--- config.mk ---
export PLATFORM = sky130hd
export DESIGN_NAME = gpio_port
export DESIGN_NICKNAME = d
export VERILOG_FILES = /design/src/rtl/gpio_pkg.sv /design/src/rtl/gpio_sync.sv /design/src/rtl/gpio_irq.sv /design/src/rtl/gpio_pad_mux.sv /design/src/rtl/gpio_port.sv
export SDC_FILE = /design/constraint.sdc
export NUM_CORES = 1
export LEC_CHECK = 0
export BUFFER_PORTS_ARGS = -buffer_cell sky130_fd_sc_hd__buf_2
export CAP_MARGIN = 10
export CORE_UTILIZATION = 40
export CTS_CLUSTER_SIZE = 28
export DETAILED_ROUTE_END_ITERATION = 6
export GPL_TIMING_DRIVEN = 0
export RECOVER_POWER = 50
export SLEW_MARGIN = 10
export SYNTH_ARGS = -nofsm -noshare
export SYNTH_HDL_FRONTEND = slang
export SYNTH_SLANG_ARGS = --single-unit
--- constraint.sdc ---
create_clock -name clk_i -period 2.4 [get_ports clk_i]
set_input_delay 0.24 -clock clk_i [delete_from_list [all_inputs] [get_ports clk_i]]
set_output_delay 0.24 -clock clk_i [all_outputs]
set_load 0.01 [all_outputs]
--- src/rtl/gpio_pkg.sv ---
package gpio_pkg;
  localparam int unsigned ADDR_W = 3;

  typedef enum logic [ADDR_W-1:0] {
    RA_IN   = 3'd0,
    RA_OUT  = 3'd1,
    RA_DIR  = 3'd2,
    RA_SEL  = 3'd3,
    RA_IE   = 3'd4,
    RA_EDGE = 3'd5,
    RA_FLAG = 3'd6
  } reg_addr_e;
endpackage

--- src/rtl/gpio_sync.sv ---
module gpio_sync #(
  parameter int unsigned W      = 8,
  parameter int unsigned STAGES = 2
) (
  input  logic         clk_i,
  input  logic         rst_ni,
  input  logic [W-1:0] pin_i,
  output logic [W-1:0] sync_o
);
  logic [W-1:0] stg_q [STAGES];

  always_ff @(posedge clk_i or negedge rst_ni) begin
    if (!rst_ni) stg_q[0] <= '0;
    else         stg_q[0] <= pin_i;
  end

  for (genvar s = 1; s < STAGES; s++) begin : g_stage
    always_ff @(posedge clk_i or negedge rst_ni) begin
      if (!rst_ni) stg_q[s] <= '0;
      else         stg_q[s] <= stg_q[s-1];
    end
  end

  assign sync_o = stg_q[STAGES-1];

  if (STAGES == 2) begin : g_chk
    logic [1:0] armed_q;
    always_ff @(posedge clk_i or negedge rst_ni) begin
      if (!rst_ni)          armed_q <= '0;
      else if (!armed_q[1]) armed_q <= armed_q + 2'd1;
    end
    // two-cycle latency from pad to input register
    p_sync_lag_r4: assert property (@(posedge clk_i) disable iff (!rst_ni)
      armed_q[1] |-> sync_o == $past(pin_i, 2));
  end
endmodule

--- src/rtl/gpio_irq.sv ---
module gpio_irq #(
  parameter int unsigned W = 8
) (
  input  logic         clk_i,
  input  logic         rst_ni,
  input  logic [W-1:0] sync_i,
  input  logic         ie_we_i,
  input  logic         edge_we_i,
  input  logic         flag_we_i,
  input  logic [W-1:0] wdata_i,
  output logic [W-1:0] ie_o,
  output logic [W-1:0] edge_o,
  output logic [W-1:0] flag_o,
  output logic         irq_o
);
  logic [W-1:0] ie_q, edge_q, flag_q, prev_q, hit;

  // edge_q bit: 0 = rising, 1 = falling
  assign hit = (sync_i & ~prev_q & ~edge_q) | (~sync_i & prev_q & edge_q);

  always_ff @(posedge clk_i or negedge rst_ni) begin
    if (!rst_ni) begin
      ie_q   <= '0;
      edge_q <= '0;
      flag_q <= '0;
      prev_q <= '0;
    end else begin
      prev_q <= sync_i;
      if (ie_we_i)   ie_q   <= wdata_i;
      if (edge_we_i) edge_q <= wdata_i;
      // detected edge wins over a same-cycle clear
      flag_q <= (flag_we_i ? wdata_i : flag_q) | hit;
    end
  end

  assign ie_o   = ie_q;
  assign edge_o = edge_q;
  assign flag_o = flag_q;
  assign irq_o  = |(flag_q & ie_q);

  p_flag_hold_r6: assert property (@(posedge clk_i) disable iff (!rst_ni)
    (!flag_we_i && sync_i == prev_q) |=> flag_o == $past(flag_o));
  p_flag_write_r8: assert property (@(posedge clk_i) disable iff (!rst_ni)
    (flag_we_i && sync_i == prev_q) |=> flag_o == $past(wdata_i));
endmodule

--- src/rtl/gpio_pad_mux.sv ---
module gpio_pad_mux #(
  parameter int unsigned W = 8
) (
  input  logic [W-1:0] dir_i,
  input  logic [W-1:0] out_i,
  input  logic [W-1:0] sel_i,
  input  logic [W-1:0] alt_i,
  output logic [W-1:0] pin_out_o,
  output logic [W-1:0] pin_oe_o
);
  for (genvar i = 0; i < W; i++) begin : g_pin
    assign pin_out_o[i] = sel_i[i] ? alt_i[i] : out_i[i];
    assign pin_oe_o[i]  = dir_i[i];
  end
endmodule

--- src/rtl/gpio_port.sv ---
module gpio_port
  import gpio_pkg::*;
#(
  parameter int unsigned W           = 8,
  parameter bit          IRQ_EN      = 1'b1,
  parameter int unsigned SYNC_STAGES = 2
) (
  input  logic              clk_i,
  input  logic              rst_ni,
  input  logic              bus_req_i,
  input  logic              bus_we_i,
  input  logic [ADDR_W-1:0] bus_addr_i,
  input  logic [W-1:0]      bus_wdata_i,
  output logic [W-1:0]      bus_rdata_o,
  input  logic [W-1:0]      pin_in_i,
  input  logic [W-1:0]      alt_out_i,
  output logic [W-1:0]      pin_out_o,
  output logic [W-1:0]      pin_oe_o,
  output logic              irq_o
);
  logic [W-1:0] out_q, dir_q, sel_q, sync_in;
  logic [W-1:0] ie_v, edge_v, flag_v;
  logic         wr;

  assign wr = bus_req_i & bus_we_i;

  always_ff @(posedge clk_i or negedge rst_ni) begin
    if (!rst_ni) begin
      out_q <= '0;
      dir_q <= '0;
      sel_q <= '0;
    end else if (wr) begin
      case (bus_addr_i)
        RA_OUT:  out_q <= bus_wdata_i;
        RA_DIR:  dir_q <= bus_wdata_i;
        RA_SEL:  sel_q <= bus_wdata_i;
        default: ;
      endcase
    end
  end

  gpio_sync #(.W(W), .STAGES(SYNC_STAGES)) u_sync (
    .clk_i  (clk_i),
    .rst_ni (rst_ni),
    .pin_i  (pin_in_i),
    .sync_o (sync_in)
  );

  if (IRQ_EN) begin : g_irq
    gpio_irq #(.W(W)) u_irq (
      .clk_i     (clk_i),
      .rst_ni    (rst_ni),
      .sync_i    (sync_in),
      .ie_we_i   (wr && bus_addr_i == RA_IE),
      .edge_we_i (wr && bus_addr_i == RA_EDGE),
      .flag_we_i (wr && bus_addr_i == RA_FLAG),
      .wdata_i   (bus_wdata_i),
      .ie_o      (ie_v),
      .edge_o    (edge_v),
      .flag_o    (flag_v),
      .irq_o     (irq_o)
    );
  end else begin : g_no_irq
    assign ie_v   = '0;
    assign edge_v = '0;
    assign flag_v = '0;
    assign irq_o  = 1'b0;
  end

  gpio_pad_mux #(.W(W)) u_mux (
    .dir_i     (dir_q),
    .out_i     (out_q),
    .sel_i     (sel_q),
    .alt_i     (alt_out_i),
    .pin_out_o (pin_out_o),
    .pin_oe_o  (pin_oe_o)
  );

  always_comb begin
    case (bus_addr_i)
      RA_IN:   bus_rdata_o = sync_in;
      RA_OUT:  bus_rdata_o = out_q;
      RA_DIR:  bus_rdata_o = dir_q;
      RA_SEL:  bus_rdata_o = sel_q;
      RA_IE:   bus_rdata_o = ie_v;
      RA_EDGE: bus_rdata_o = edge_v;
      RA_FLAG: bus_rdata_o = flag_v;
      default: bus_rdata_o = '0;
    endcase
  end

  p_oe_dir_r2: assert property (@(posedge clk_i) disable iff (!rst_ni)
    pin_oe_o == dir_q);
  p_gpio_out_r2: assert property (@(posedge clk_i) disable iff (!rst_ni)
    ((pin_out_o ^ out_q) & ~sel_q) == '0);
  p_alt_out_r3: assert property (@(posedge clk_i) disable iff (!rst_ni)
    ((pin_out_o ^ alt_out_i) & sel_q) == '0);
endmodule

==> results.py <==
metrics = {
    "clock_tree": {
        "cts_buffer_depth": 2,
        "ctsHtreeMaxLevel": 3,
        "path_clk_slew_ns": 0.08,
        "numCtsBuffers": 9,
        "cts_resized": 0,
        "clkSinkCount": 72,
        "hold_buffers": 7,
        "clk_latency_ns": 0.34,
        "cts_tree": "done",
        "root_buffer": "clkbuf_8",
        "post_cts_buffers": 0,
    },
    "placed_design": {
        "dp.cells": 392,
        "place_congestion": 0.807,
        "hpwl_mm": 5.12,
        "portBuffers": 55,
    },
    "setup_path": {
        "crit_arrival_ns": 1.63,
        "crit_path_cell_trace": "mux4_2, mux2_2, buf_2",
        "critPathSlowestCell": "mux4_2",
        "worstPathMaxFanout": 3,
        "worstSetupEndpointType": "primary output",
        "worst-path-buf-inv": 1,
        "cp-start-kind": "flop",
        "critPathTopFamily": "multiplexers",
        "worst-setup-path-type": "flop to primary output",
        "cp_slowest_stage_delay_ns": 0.47,
        "crit_required_ns": 2.16,
    },
    "die": {
        "die_area_mm2": 0.00839,
        "io_pins": 56,
        "die_x_um": 91.6,
        "initial_core_util_pct": 41.6,
        "num_rows": 32,
        "die-height_um": 91.6,
        "coreArea_mm2": 0.00773,
    },
    "timing": {
        "fin_skew_ns": 0.00421,
        "fin_crit_sh_pct": 77.9,
        "setup-violations-final": 0,
        "timing.setup.tns_ns": 0,
        "fin_crit_ns": 1.87,
        "drv_slew": 0,
        "max_freq_ghz": 0.535,
        "rsz0062_at_grt": "false",
        "relSlewSlack_pct": 6.61,
        "finalHoldViolCount": 0,
        "worst_pin_slew_ns": 1.40,
    },
    "synthesis": {
        "syn_avg_cell_area_um2": 13.7,
        "synth_area_leader_cell": "dfrtp_1",
        "synthTopCellsByArea": "dfrtp_1 (56%), mux2_1 (17%), mux2_2 (3.2%), a32oi_1 (3.0%), a211o_1 (2.2%)",
        "async_flop_share_pct": 100,
        "synthesis.instances": 234,
        "syn_area_mm2": 0.00321,
        "yosysWarnings": 0,
        "yosysSeqAreaShare_pct": 56.1,
        "ys_types": 32,
        "synthFlopType": "dfrtp_1",
        "synth_seq_cells": 72,
        "synth_nets": 265,
        "synth_top_area_share_pct": 56.1,
        "synth_edf_count": 0,
    },
    "drt": {
        "drtAntennaViolNets": 0,
        "vias": 2202,
        "drt_wl_total_mm": 7.52,
        "drt_iter0_markers": 125,
        "post-route-drc-count": 0,
        "drt-pass1-iter-count": 4,
        "routed_via_density": 5.31,
        "routedWlPerCell_um": 18.1,
    },
    "power": {
        "vdd_drop_max_mv": 0.466,
        "p_per_area_mw_per_mm2": 847,
        "p_leak_nw": 1.80,
    },
    "layout": {
        "layout.nets": 339,
        "antenna_cells": 0,
        "layout-drive-gt1-share_pct": 30.4,
        "layout_common_cells": "dfrtp_1 (72), buf_2 (61), mux2_1 (48)",
        "area_delta_synth_final_pct": 23.8,
        "final_common_cell": "dfrtp_1",
        "final_cells": 415,
    },
    "grt": {
        "grt_use_total_pct": 20.0,
        "grt_overflow": 0,
        "grt_max_degree": 50,
        "grt_pass1_wl_mm": 12.3,
        "grt_antenna_before_repair": 0,
        "grt_pass1_vias": 2240,
    },
    "min_path": {
        "hp-class": "input pin to flop",
    },
    "run_status": {
        "status": "completed",
    },
    "run": {
        "max_cap_viol_count": 0,
    },
}
cells in the mapped netlist (2+ instances only):
cell type	instances
a22oi_1	4
o211ai_1	6
nand2_1	10
o22ai_1	8
mux2i_1	7
mux2_1	48
and2_1	2
nor2_4	4
dfrtp_1	72
a21oi_1	2
buf_2	7
nand2b_1	10
nor2b_1	2
a211o_1	8
mux2_2	9
a32oi_1	11
and3_1	9
routing by layer:
metal  GRT usage [%]  vias up  wire (um)
li1                -     1040          -
met1            27.2     1092       3530
met2            30.5       59       3520
met3            5.28       11        342
met4            7.28        0        130
met5               0        -          0
registers in the layout, summed over array words and instances (netlist names):
register,count
out_q,8
dir_q,8
g_irq.u_irq.edge_o,8
g_irq.u_irq.prev_q,8
g_irq.u_irq.ie_o,8
sel_q,8
u_sync.sync_o,8
g_irq.u_irq.flag_o,8
u_sync.stg_q,8
logic make-up after synthesis:
logic type	synth area share, %
AO/OA/AOI/OAI	10.1
buffers and inverters	1.67
flip-flops	56.1
multiplexers	22.9
AND/OR/NAND/NOR	9.27
power by group:
part           switching, mW  internal (mW)
sequential             0.153           1.40
combinational          0.268          0.321
clock                  0.446          0.778
worst paths after layout:
kind | startpoint | end | depth (start not counted) | slack, ns
hold / removal | pin_in_i[1] | u_sync.stg_q[9]$_DFF_PN0_ | 1 | 0.01
hold reg to reg | u_sync.stg_q[13]$_DFF_PN0_ | u_sync.sync_o[5]$_DFF_PN0_ | 0 | 0.35
max in group asynchronous | rst_ni | g_irq.u_irq.ie_o[3]$_DFFE_PN0P_ | 3 | 0.78
min in group asynchronous | rst_ni | u_sync.sync_o[1]$_DFF_PN0_ | 2 | 0.75
setup / recovery | sel_q[2]$_DFFE_PN0P_ | bus_rdata_o[2] | 3 | 0.53
setup reg to reg | u_sync.sync_o[1]$_DFF_PN0_ | g_irq.u_irq.flag_o[1]$_DFF_PN0_ | 3 | 1.40
metrics by stage:
step           utilization (%)  power (mW)  hold WS (ns)  instance area [um^2]  setup WS, ns
6_report                  51.4        3.37        0.0142                  3980         0.532
5_1_grt                   51.4        3.53       0.00247                  3980         0.409
4_1_cts                   51.5        3.41       0.00511                  3980         0.510
3_5_place_dp              47.2        2.17         0.170                  3640         0.535
3_3_place_gp              46.8        2.14         0.332                  3610         0.532
2_1_floorplan                -        1.91       -0.0556                  3210         0.943
cell type report:
type                            count  area (um^2)
Fill cell                         721         3750
Clock inverter                      4         98.8
Clock buffer                       12          165
Buffer                              9         50.0
Timing Repair Buffer               63          372
Inverter                            1         3.75
Sequential cell                    72         1800
Multi-Input combinational cell    152         1360
Tap cell                          102          128
Power figures use the tool's default switching activity.
